--- src/rtl/alu_pkg.sv ---
package alu_pkg;

  typedef enum logic [1:0] {
    OP_ADD = 2'd0,
    OP_SUB = 2'd1,
    OP_AND = 2'd2,
    OP_XOR = 2'd3
  } op_e;

  typedef enum logic [3:0] {
    BR_ALWAYS = 4'd0,
    BR_LE     = 4'd1,
    BR_LT     = 4'd2,
    BR_EQ     = 4'd3,
    BR_NE     = 4'd4,
    BR_GE     = 4'd5,
    BR_GT     = 4'd6
  } br_e;

  typedef struct packed {
    logic of;
    logic zf;
    logic sf;
  } flags_t;

  localparam flags_t FLAGS_RESET = '{of: 1'b0, zf: 1'b1, sf: 1'b0};

  // Branch decision from a flag set; undefined codes never branch.
  function automatic logic branch_decide(input logic [3:0] code, input flags_t f);
    logic lt;
    lt = f.sf ^ f.of;
    case (code)
      BR_ALWAYS: branch_decide = 1'b1;
      BR_LE:     branch_decide = lt | f.zf;
      BR_LT:     branch_decide = lt;
      BR_EQ:     branch_decide = f.zf;
      BR_NE:     branch_decide = ~f.zf;
      BR_GE:     branch_decide = ~lt;
      BR_GT:     branch_decide = ~lt & ~f.zf;
      default:   branch_decide = 1'b0;
    endcase
  endfunction

endpackage

--- src/rtl/alu_core.sv ---
module alu_core
  import alu_pkg::*;
#(
  parameter int WIDTH = 32
) (
  input  logic [WIDTH-1:0] a,
  input  logic [WIDTH-1:0] b,
  input  logic [1:0]       op,
  output logic [WIDTH-1:0] res,
  output flags_t           nxt_flags
);
  localparam int MSB = WIDTH - 1;

  // Shared adder: subtract is b + ~a + 1.
  function automatic logic [WIDTH-1:0] add_sub(input logic [WIDTH-1:0] x,
                                               input logic [WIDTH-1:0] y,
                                               input logic do_sub);
    logic [WIDTH-1:0] y_eff;
    y_eff = do_sub ? ~x : x;
    add_sub = y + y_eff + {{(WIDTH-1){1'b0}}, do_sub};
  endfunction

  function automatic logic ovf_rule(input logic [1:0] o, input logic sa,
                                    input logic sb, input logic sr);
    case (o)
      OP_ADD:  ovf_rule = (sa == sb) && (sr != sb);
      OP_SUB:  ovf_rule = (sa != sb) && (sr != sb);
      default: ovf_rule = 1'b0;
    endcase
  endfunction

  logic [WIDTH-1:0] arith_res;
  logic             is_logic_op;

  assign arith_res   = add_sub(a, b, op == OP_SUB);
  assign is_logic_op = (op == OP_AND) || (op == OP_XOR);

  always_comb begin
    case (op)
      OP_AND:  res = a & b;
      OP_XOR:  res = a ^ b;
      default: res = arith_res;
    endcase
  end

  assign nxt_flags.of = ovf_rule(op, a[MSB], b[MSB], res[MSB]);
  assign nxt_flags.zf = (res == '0);
  assign nxt_flags.sf = res[MSB];

  // logical operations never report overflow
  always_comb begin
    p_logic_of_clear_r5: assert (!(is_logic_op && nxt_flags.of));
  end

endmodule

--- src/rtl/flag_reg.sv ---
module flag_reg
  import alu_pkg::*;
(
  input  logic   clk,
  input  logic   rst_n,
  input  logic   load,
  input  flags_t d,
  output flags_t q
);
  always_ff @(posedge clk or negedge rst_n) begin
    if (!rst_n)    q <= FLAGS_RESET;
    else if (load) q <= d;
  end

  p_hold_r6: assert property (@(posedge clk) disable iff (!rst_n)
    !load |=> $stable(q));

  p_load_r6: assert property (@(posedge clk) disable iff (!rst_n)
    load |=> (q == $past(d)));

endmodule

--- src/rtl/branch_eval.sv ---
module branch_eval
  import alu_pkg::*;
(
  input  logic [3:0] code,
  input  flags_t     flags,
  output logic       taken
);
  assign taken = branch_decide(code, flags);

  // codes above the defined set never branch; code 0 always does
  always_comb begin
    p_undef_code_r8: assert (!(code > 4'd6 && taken));
    p_always_r8:     assert (!(code == 4'd0 && !taken));
  end

endmodule

--- src/rtl/alu_cc_unit.sv ---
module alu_cc_unit
  import alu_pkg::*;
#(
  parameter int WIDTH = 32
) (
  input  logic             clk,
  input  logic             rst_n,
  input  logic [WIDTH-1:0] opnd_a,
  input  logic [WIDTH-1:0] opnd_b,
  input  logic [1:0]       op_code,
  input  logic             set_flags,
  input  logic [3:0]       br_code,
  output logic [WIDTH-1:0] result_o,
  output logic             flag_of_o,
  output logic             flag_zf_o,
  output logic             flag_sf_o,
  output logic             taken_o
);
  flags_t nxt_flags;
  flags_t cur_flags;

  alu_core #(.WIDTH(WIDTH)) u_core (
    .a         (opnd_a),
    .b         (opnd_b),
    .op        (op_code),
    .res       (result_o),
    .nxt_flags (nxt_flags)
  );

  flag_reg u_flags (
    .clk   (clk),
    .rst_n (rst_n),
    .load  (set_flags),
    .d     (nxt_flags),
    .q     (cur_flags)
  );

  branch_eval u_branch (
    .code  (br_code),
    .flags (cur_flags),
    .taken (taken_o)
  );

  assign flag_of_o = cur_flags.of;
  assign flag_zf_o = cur_flags.zf;
  assign flag_sf_o = cur_flags.sf;

  // stored zero and sign flags track the result seen at the load
  p_zero_track_r4: assert property (@(posedge clk) disable iff (!rst_n)
    set_flags |=> (flag_zf_o == ($past(result_o) == '0)));

  p_sign_track_r4: assert property (@(posedge clk) disable iff (!rst_n)
    set_flags |=> (flag_sf_o == $past(result_o[WIDTH-1])));

endmodule

--- config.mk ---
export PLATFORM = sky130hd
export DESIGN_NAME = alu_cc_unit
export DESIGN_NICKNAME = d
export VERILOG_FILES = /design/src/rtl/alu_pkg.sv /design/src/rtl/alu_core.sv /design/src/rtl/flag_reg.sv /design/src/rtl/branch_eval.sv /design/src/rtl/alu_cc_unit.sv
export SDC_FILE = /design/constraint.sdc
export NUM_CORES = 1
export LEC_CHECK = 0
export BUFFER_PORTS_ARGS = -buffer_cell sky130_fd_sc_hd__buf_2
export CORE_MARGIN = 1
export CORE_UTILIZATION = 40
export DETAILED_ROUTE_END_ITERATION = 10
export GPL_TIMING_DRIVEN = 1
export PLACE_DENSITY = 0.71
export SYNTH_ARGS = -nofsm -noshare
export SYNTH_HDL_FRONTEND = slang
export SYNTH_HIERARCHICAL = 1
export SYNTH_SLANG_ARGS = --single-unit
--- constraint.sdc ---
create_clock -name clk -period 16.36 [get_ports clk]
set_input_delay 3.272 -clock clk [delete_from_list [all_inputs] [get_ports clk]]
set_output_delay 3.272 -clock clk [all_outputs]
set_load 0.005 [all_outputs]
==> key figures <==
Timing
  • Final period util: 68.9%
  • Tightest Pin Transition: 0.579 ns
  • Final hold vios: 0
  • Slew Limit Fails: 0
  • RSZ-0062 raised after global routing: no
  • # setup viols final: 0
  • Max_slew headroom: 61.3%
  • Fin crit period: 11.27 ns
  • Setup TNS: 0 ns
  • Peak Freq: 0.0887 GHz
  • Fin Clk Skew: 0 ns

Critical path
  • WS Path Type: in2out
  • Critical Path RT: 13.09 ns
  • CP startpoint kind: input pin
  • Worst r2r path cells: 1
  • Worst r2r dst: u_flags/q[2]
  • Crit. End Element: output pin
  • Worst Setup SP: op_code[1]
  • R2R Path Start: u_flags/q[2]
  • Reg-to-reg setup timing slack: 15.57 ns
  • Crit path DAT: 8.00 ns
  • Critical path fanouts, max: 57

Outcome
  • Status: complete, but fails checks
  • Failing checks: design-rule violations

Finish
  • Fin nets: 723
  • P&R area growth vs syn: 15.8%
  • Number of diodes: 0
  • End-of-flow core utilization: 48.8%
  • Fin cells: 691
  • Register with the most flip-flops: u_flags/q
  • Largest registers: u_flags/q: 3 flops
  • Number of flip-flops in the largest register: 3
  • Layout cells sized above 1: 25.4%

Power
  • IR drop worst, VDD: 0.0000552 V
  • P per Cell Area: 54.1 nW/um^2
  • Leakage: 0.00201 uW
  • Overall Power: 233 uW

CTS
  • Post-CTS Resized: 0
  • Worst skew pair latency: 0.21 ns
  • # H-tree levels: 1
  • Number of CTS-inserted buffers: 3
  • Clock Sinks: 3
  • Worst-path clk slew: 0.03 ns
  • CTS tree: yes
  • Post-CTS Hold Fix Bufs: 0
  • Setup bufs post-CTS: 0
  • CTS max path bufs: 2
  • Root Driver: clkbuf_8

Drt
  • Post-route DRC: 7
  • Metal-1 WL: 5230 um
  • Top Layer Used: met4
  • Met2 WL: 4830 um
  • Final WL: 10500 um
  • Drt initial violations: 252
  • Routed length per instance: 15.3 um
  • ANT nets after route: 0
  • Via count: 3984
  • Drt via density: 5.77
  • Pre-antenna DRT Iters: 7
  • Metal3 WL: 415 um

Synth
  • Syn Inst Count: 488
  • Post-synth EDFFs: 0
  • Most common library cells after synthesis: 65 x ha_1, 48 x nand2_1, 44 x xnor2_1, 37 x a21oi_1, 33 x nor2_1
  • Top-count cell post-synth: ha_1
  • Warnings from Yosys: 6
  • Main area contributors after synthesis: ha_1 22%, xnor2_1 10%, mux2_2 5.4%
  • Asr flop ratio synth: 100%
  • #FFs+latches synth: 3
  • Sequential area share after synthesis: 2.05%
  • Mapped cell area: 3730 um^2
  • Post-synth top area cell: ha_1
  • Netlist cell types: 74
  • Main synth FF type: dfrtp_1
  • Avg Inst Size Synth: 7.64 um^2
  • Syn_nets: 627
  • Synth top area share: 21.8%

Worst hold path
  • Hold path endpoint: u_flags/q[0]
  • Hold_sp: u_flags/q[0]
  • Type of the worst min-delay path: reg2reg
  • Hold path depth: 1

Placement
  • HPWL Detailed: 8510 um
  • Dpl cells: 687
  • I/O Buffers: 108
  • Routability cong.: 0.884

GRT
  • GRT overflow: 0
  • First-pass GRT wire length: 17300 um
  • Total Routing Usage GR: 21.1%
  • Vias in the first global route: 3755
  • Initial antenna violation count: 0
  • Largest net degree at the start of global routing: 58

Flow run
  • Max-cap violations: 0

Floorplanning
  • Row count: 34
  • I/O pin total: 109
  • Initial Util: 42.1%
  • Die W: 98.5 um
  • Die span in y: 98.5 um
  • Core area: 8850 um^2
  • Die area: 9710 um^2
-- per-layer routing --
| metal | global-route usage [%] | vias to the layer above |
|---|---|---|
| met5 | 0 | - |
| met4 | 3.10 | 0 |
| met3 | 1.13 | 9 |
| met2 | 36.6 | 112 |
| met1 | 29.3 | 1827 |
| li1 | - | 2036 |
-- how the worst max path moves through the flow --
stage	endpoint	slack [ns]	cells past startpoint
2_1_floorplan	result_o[31]	5.52	18
3_3_place_gp	result_o[31]	5.24	17
3_5_place_dp	result_o[31]	5.13	17
4_1_cts	result_o[31]	5.10	17
5_1_grt	result_o[19]	4.70	17
6_report	result_o[31]	5.09	17
-- metrics by stage --
step / hold slack (ns) / area [um^2] / worst slack [ns]
2_1_floorplan: 0.548 / 3730 / 5.52
6_report: 0.576 / 4320 / 5.09
4_1_cts: 0.583 / 4320 / 5.10
3_5_place_dp: 0.577 / 4270 / 5.13
5_1_grt: 0.600 / 4320 / 4.70
3_3_place_gp: 0.573 / 4270 / 5.24
-- power by group --
part / internal, uW / switching (uW) / total [uW]
Combinational: 89.5 / 114 / 203
Sequential: 8.40 / 0.876 / 9.27
Clock: 16.6 / 4.37 / 20.9
Total: 114 / 119 / 233
-- cells in the final DEF, fill, tap and decap left out, types with 3 or more instances in the layout --
master / netlist / routed
o21ai_1: 4 / 4
inv_1: 7 / 7
nor2_1: 33 / 33
nand4b_1: 4 / 4
nand2_1: 48 / 48
mux2_2: 18 / 18
o21ai_0: 27 / 27
ha_1: 65 / 65
a21o_1: 18 / 18
xnor2_1: 44 / 44
a211o_1: 3 / 3
nor4b_1: 3 / 3
a211oi_1: 5 / 5
o21a_1: 6 / 6
nor4_1: 5 / 5
mux2i_1: 11 / 11
a21oi_1: 37 / 37
buf_2: 2 / 108
nand2b_1: 11 / 11
a31oi_1: 4 / 4
nor3_1: 8 / 8
nor3b_1: 4 / 4
buf_4: 1 / 3
or3_1: 4 / 4
nand3_1: 7 / 7
o2111ai_1: 3 / 3
nor2b_1: 7 / 7
o211ai_1: 9 / 9
o31ai_1: 3 / 3
xor2_1: 9 / 9
clkbuf_8: 5 / 3
o22ai_1: 6 / 6
nand4_1: 8 / 8
-- logic make-up after synthesis --
kind of cell / share of synthesized area [%]
AND/OR/NAND/NOR: 22.1
AO/OA/AOI/OAI: 27.7
adder cells (fa/ha/maj): 22.4
XOR/XNOR: 12.5
multiplexers: 8.39
buffers and inverters: 4.94
flip-flops: 2.05
-- layout make-up --
class | count | area [um^2]
fillers | 916 | 4530
multi-input cells | 457 | 3470
well taps | 108 | 135
inverters | 8 | 30.0
flip-flops and latches | 3 | 76.3
clock buffers | 4 | 45.0
repair buffers | 111 | 563
-- worst max-delay path, stage by stage --
cell      delay [ns]
buf_2           0.08
buf_4           0.47
inv_2           0.38
nand2_1         0.42
buf_4           0.47
xnor2_1         0.14
ha_1            0.41
nand2_2         0.10
or3_1           0.38
a21o_1          0.17
a2111o_1        0.52
a21o_1          0.23
a211o_1         0.26
o311ai_1        0.14
xnor2_1         0.14
o21ai_1         0.23
buf_2           0.16
No activity file was read; power rests on OpenSTA's default activity.
